$ cat src/rtl/fsk_tag_gen.sv
module fsk_tag_gen #(
  parameter int ID_W  = 44,
  parameter int NIB_W = 4
) (
  input  logic            clk,
  input  logic            rst_n,
  input  logic            run,
  input  logic            sample_en,
  input  logic            id_load,
  input  logic [ID_W-1:0] id_in,
  output logic            dout
);

  localparam int BI_W = $clog2(ID_W);
  localparam int SLOW_LEN = 48;
  localparam int FAST_LEN = 50;
  localparam int FRAME_LEN = 4*SLOW_LEN + 4*FAST_LEN + (ID_W/NIB_W)*SLOW_LEN
                           + ID_W*(SLOW_LEN + FAST_LEN);
  localparam int SC_W = $clog2(FRAME_LEN);
  localparam logic [7:0] MARK_FAST = 8'b1011_1000;

  logic            active;
  logic [ID_W-1:0] id_reg;
  logic            in_mark, sep, half;
  logic [2:0]      mk;
  logic [BI_W-1:0] bidx;
  logic [3:0]      ph;
  logic [2:0]      rep;

  logic fast, grp_end, adv;

  assign fast    = in_mark ? MARK_FAST[mk] : (!sep && (id_reg[bidx] ^ half));
  assign grp_end = (ph == (fast ? 4'd9 : 4'd7)) && (rep == (fast ? 3'd4 : 3'd5));
  assign adv     = active && sample_en;
  assign dout    = active && (ph < (fast ? 4'd3 : 4'd2));

  always_ff @(posedge clk or negedge rst_n) begin
    if (!rst_n) begin
      active <= 1'b0;
      id_reg <= '0;
    end else begin
      active <= run;
      if (!active && id_load) id_reg <= id_in;
    end
  end

  always_ff @(posedge clk or negedge rst_n) begin
    if (!rst_n) begin
      in_mark <= 1'b1;
      mk      <= '0;
      sep     <= 1'b0;
      half    <= 1'b0;
      bidx    <= BI_W'(ID_W-1);
      ph      <= '0;
      rep     <= '0;
    end else if (!active) begin
      in_mark <= 1'b1;
      mk      <= '0;
      sep     <= 1'b0;
      half    <= 1'b0;
      bidx    <= BI_W'(ID_W-1);
      ph      <= '0;
      rep     <= '0;
    end else if (adv) begin
      if (!grp_end) begin
        if (ph == (fast ? 4'd9 : 4'd7)) begin
          ph  <= '0;
          rep <= rep + 3'd1;
        end else begin
          ph <= ph + 4'd1;
        end
      end else begin
        ph  <= '0;
        rep <= '0;
        if (in_mark) begin
          if (mk == 3'd7) begin
            in_mark <= 1'b0;
            sep     <= 1'b1;
            bidx    <= BI_W'(ID_W-1);
          end else begin
            mk <= mk + 3'd1;
          end
        end else if (sep) begin
          sep  <= 1'b0;
          half <= 1'b0;
        end else if (!half) begin
          half <= 1'b1;
        end else begin
          half <= 1'b0;
          if (bidx == '0) begin
            in_mark <= 1'b1;
            mk      <= '0;
          end else begin
            bidx <= bidx - BI_W'(1);
            if ((int'(bidx) % NIB_W) == 0) sep <= 1'b1;
          end
        end
      end
    end
  end

  logic [SC_W-1:0] sc;
  logic            frame_wrap;
  assign frame_wrap = adv && grp_end && !in_mark && !sep && half && (bidx == '0);

  always_ff @(posedge clk or negedge rst_n) begin
    if (!rst_n)           sc <= '0;
    else if (!active)     sc <= '0;
    else if (frame_wrap)  sc <= '0;
    else if (adv)         sc <= sc + SC_W'(1);
  end

  assert_idle_low_R1: assert property (@(posedge clk) disable iff (!rst_n)
    !$past(run) |-> !dout);

  assert_hold_R8: assert property (@(posedge clk) disable iff (!rst_n)
    (active && $past(active) && !$past(sample_en)) |-> $stable(dout));

  assert_frame_len_R7: assert property (@(posedge clk) disable iff (!rst_n)
    frame_wrap |-> (sc == SC_W'(FRAME_LEN-1)));

  assert_id_frozen_R9: assert property (@(posedge clk) disable iff (!rst_n)
    (active && $past(active)) |-> $stable(id_reg));

  assert_bit_range_R4: assert property (@(posedge clk) disable iff (!rst_n)
    int'(bidx) < ID_W);

endmodule

$ cat config.mk
export PLATFORM = sky130hd
export DESIGN_NAME = fsk_tag_gen
export DESIGN_NICKNAME = d
export VERILOG_FILES = /design/src/rtl/fsk_tag_gen.sv
export SDC_FILE = /design/constraint.sdc
export NUM_CORES = 1
export LEC_CHECK = 0
export BUFFER_PORTS_ARGS = -buffer_cell sky130_fd_sc_hd__buf_2
export CAP_MARGIN = 25
export CORE_UTILIZATION = 37
export DETAILED_ROUTE_END_ITERATION = 16
export SYNTH_ARGS = -nofsm -noshare
export SYNTH_HDL_FRONTEND = slang
export SYNTH_SLANG_ARGS = --single-unit
$ cat constraint.sdc
create_clock -name clk -period 3.3 [get_ports clk]
set_input_delay 0.825 -clock clk [delete_from_list [all_inputs] [get_ports clk]]
set_output_delay 0.825 -clock clk [all_outputs]
set_load 0.05 [all_outputs]
Yosys cells after proc, flatten, opt, wreduce, memory -nomap -nowiden. Memories as Yosys holds them, arrays and structs flattened. Cells that the tools add are included.

Register bits after elaboration: 64. Memory bits (read-only): 8. Input bits: 49. Output and inout bits: 1. Word-level logic and storage cells: 100. Memories: 1.

Add/subtract/negate cells: 4. Magnitude comparators: 3. Eq/ne operators: 13. Multiplexer cells: 54. Bitwise gates (word level): 1. Reduce and logical (&&, ||, !) cells: 15.

Memories: (name not given) (words 8, bits a word 1, rd ports 1, clocked after Yosys merged registers in 0, wr ports 0, line 32) `assign fast = in_mark ? MARK_FAST[mk] : (!sep && (id_reg[bidx] ^ half));`.

Operators with widths (number): $mux W6 (8); $mux W3 (12); $logic_not A32 Y1 (1); $mux W1 (28); $mux W4 (5); $reduce_and A6 Y1 (2); $ne A3 B1 Y1 const B (3); $ne A3 B3 Y1 const B (3); $lt A6 B7 Y1 const B (1); $add A3 B1 Y3 const B (2); $bmux W1 S6 (1); $logic_not A6 Y1 (1); $reduce_and A3 Y1 (2); $sub A6 B1 Y6 const B (1); $logic_and A1 B1 Y1 (5); $add A4 B1 Y4 const B (1); $eq A4 B4 Y1 (1); $lt A3 B4 Y1 const B (1); $lt A4 B2 Y1 (1); $ne A2 B1 Y1 const B (2); $reduce_and A2 Y1 (2); $eq A3 B3 Y1 (1); $eq A3 B3 Y1 const B (1); $ne A3 B2 Y1 const B (1); other kinds (3) (4).

Longest topological paths before layout.
Word-level depth: 11. Depth in mapped cells: 11. Mapped depth without buffers: 8.

Worst setup path after synthesis. No wires, ideal clock.

Path type: flip-flop to output port. Start point: reg bidx[1]. End point: out dout. Arrival: 3709 ps. Data required time: 2475 ps. Path slack: -1234 ps. Cell stages (with the launch flop): 9. Path buffers: 1. Cells stage by stage: dfstp_2 -> buf_6 -> mux4_2 -> mux4_2 -> nor2_1 -> a22o_1 -> nor3_4 -> o21ai_0 -> nor4b_1.

Longest elaborated chain between the ends: 8.

Ends and longest elaborated chain: from (decl) (line 26) `logic [BI_W-1:0] bidx;`; from (signal assigned) (line 53) `bidx <= BI_W'(ID_W-1);`; from (signal assigned) (line 61) `bidx <= BI_W'(ID_W-1);`; from (signal assigned) (line 79) `bidx <= BI_W'(ID_W-1);`; $bmux W1 S6 (line 32); $mux W1 (implied by the code) (line 32); $xor A1 B1 Y1 (line 32); $logic_and A1 B1 Y1 (line 32); $mux W1 (line 32); $mux W1 (line 35) `assign dout = active && (ph < (fast ? 4'd3 : 4'd2));`; $lt A4 B2 Y1 (line 35); $logic_and A1 B1 Y1 (line 35); to (decl) (line 11) `output logic dout`.

No other way between the ends. The select of a mux whose other input is x is not followed.

Final worst setup path. Ends and elaborated chain as after synthesis.

==> run metrics <==
synthesized area per cell 11.7 sq um; core area 8720 sq um; Max Slew Vio Count 0; Final HPWL DP 4980 um; CTS Buf Count 9; Final Hold Viols 0; DRT Pass-1 Iters 4; Vias/cell 5.29; Routed Antenna Nets 0; Mapped Area about 3300 sq um; Final Cycle Share 111%; vias 2,391; measured slew at the worst slew-check pin approximately 570 ps; Yosys warnings 0; Die ar. just over 9000 sq um; max_slew headroom 62.1%; Worst setup SP type register; leakage 1.73 nW; number of I/O pins 50; FF/Latch Area ~1600 sq um; final hold slack 462 ps; Clock Tree Buf Depth 2; input/output buffers 49; area of the multi-input gates approximately 1700 sq um; number of global-route vias before repair about 2,500; DRT iter0 DRCs 122; ys flop type dfrtp_1; Syn Inst Count 283; Sw Share 26.1%; first-pass GRT wire length 11,900 um; post-layout instance area 3970 sq um; Rows 34; CP Max Fanout 5; share of cells above drive strength 1 41.9%; Cell Pwr Density 435 nW/um^2; Synth top area share 44.5%; post-synthesis cell type count 48; Final Skew about 12 ps; antenna violations before repair 0; post-route insts no fill 452; clock share of power around a third; min-delay worst type in2async; fin crit period 3660 ps; syn_nets 338; cell with the most instances after synthesis dfrtp_1; max_cap viols 0; global-route usage over all layers 15.8%; RSZ-0062 raised after global routing yes; Comb power frac 13.0%; Yosys top cell by area dfrtp_1; Largest register FFs 44; setup ws final -356 ps; # setup viols final 3; DRC violations left 0; Post-synth EDFFs 0; fmax approximately 0.27 GHz; Sequential Power Share 53.6%; kind of critical path reg2out; GPL Wtd Cong 0.811; Die X-Extent 96.7 um; Max IR drop VDD 0.244 mV; # diodes 0; Placed Area 3750 sq um; GRT overflow 0; synthesis-stage register bit count 64; wirelength, routed roughly 6900 um; critical path endpoint category output pin; Skew-Pair Late Insertion Delay 350 ps; R2R Setup Slk -60 ps; post-DR wirelength/cell 15.2 um; top post-synthesis cells by count dfrtp_1 (59), mux2_2 (46), nand2_1 (18); hold_buf cts 0; Internal around 1.3 mW; area delta synth->final 19.4%; Nets 394; Seq/Total Area, Yosys 48.4%; die height ~97 um; failing checks setup timing; CTS tree yes; fill cell count 804; status finished with violations; CP required around 2500 ps; Initial Util 38.1%; crit path DAT approximately 2800 ps; async set or reset register ratio after synthesis 100%; clock sink total 64; clock-pin slew on the worst setup and hold paths 80 ps; switching component of the power 0.449 mW; CTS root buf clkbuf_8; synth top area cells dfrtp_1 (44%), mux2_2 (16%), mux4_2 (5.4%); Cells after DPL 435; htree depth 3; largest net degree at the start of global routing 41; setup TNS -478 ps
## repair_timing
action | in CTS | in global routing
buffers inserted | 0 | 1
pin swaps | 0 | 0
endpoints found under the hold margin | 0 | 0
endpoints found under the setup margin | 1 | 11
resized for setup | 3 | 7
## cells in the final DEF (no fill, tap or decap), types with 3 or more instances in the layout
master,instances
a21oi_1,6
nor2_1,12
dfstp_2,5
o21ai_0,3
nor4_1,6
inv_1,8
nand2_1,18
ha_1,6
or4_1,3
nand3_1,11
nor2b_1,3
mux2i_1,9
o21ai_1,6
nand2b_1,5
clkbuf_8,9
mux4_2,8
or3_1,3
nor3_1,5
buf_2,48
buf_4,10
mux2_2,45
dfrtp_1,59
a31oi_1,6
buf_6,3
clkinv_2,4
## cells by family after synthesis
logic type | Yosys count | share of synthesized area (%)
compound gates | 40 | 8.06
xor+xnor | 1 | 0.264
buf+inv | 26 | 3.28
simple gates | 80 | 13.0
flops | 64 | 48.4
fa+ha+maj | 6 | 2.26
mux | 66 | 24.7
## per-layer routing
| metal | share of wire (%) | vias up | global-route usage [%] |
|---|---|---|---|
| li1 | - | 1155 | - |
| met1 | 48 | 1189 | 21.6 |
| met2 | 47 | 37 | 24.2 |
| met3 | 3.2 | 10 | 3.47 |
| met4 | 1.5 | 0 | 6.54 |
| met5 | 0 | - | 0 |
## worst paths after layout
kind,from,end,cells past startpoint
max,bidx[1]$_DFFE_PN1P_,dout,8
min,rst_n,ph[1]$_DFFE_PN0N_,2
max reg2reg,bidx[1]$_DFFE_PN1P_,bidx[4]$_DFFE_PN0P_,11
min reg2reg,id_reg[34]$_DFFE_PN0P_,id_reg[34]$_DFFE_PN0P_,1
max in group asynchronous,rst_n,in_mark$_DFFE_PN1P_,2
min in group clk,id_reg[34]$_DFFE_PN0P_,id_reg[34]$_DFFE_PN0P_,1
## worst max-delay path: stages (launching register included)
cell and delay, ps:
dfstp_2 630, mux4_2 520, mux4_2 490, nor2_2 90, a22o_1 160, nor3_4 60, o21ai_2 130, nor4b_4 210
buf_6 190
## final cells by class
cell class	count	area share [%]
multi-input combinational	193	41.7
clock buffer	10	3.22
inverter	9	0.852
clock inverter	6	0.915
timing repair buffer	62	9.31
tap	108	3.41
sequential	64	40.5
## power by group through the flow
stage                     Sequential [mW]  Clock (mW)  Combinational [mW]
after floorplan                     0.915           0               0.156
after global placement              0.938           0               0.218
after detailed placement            0.938           0               0.225
after CTS                           0.924       0.599               0.228
after global routing                0.935       0.625               0.248
final                               0.923       0.576               0.224
## through the flow
step                      setup WS [ps]  utilization [%]  total power, mW
after floorplan                    -202                -             1.07
after global placement            -65.6             43.0             1.16
after detailed placement          -85.0             43.0             1.16
after CTS                          -416             45.0             1.75
after global routing               -503             45.5             1.81
final                              -356             45.5             1.72
Note: power is estimated with default switching activity, not from simulation.
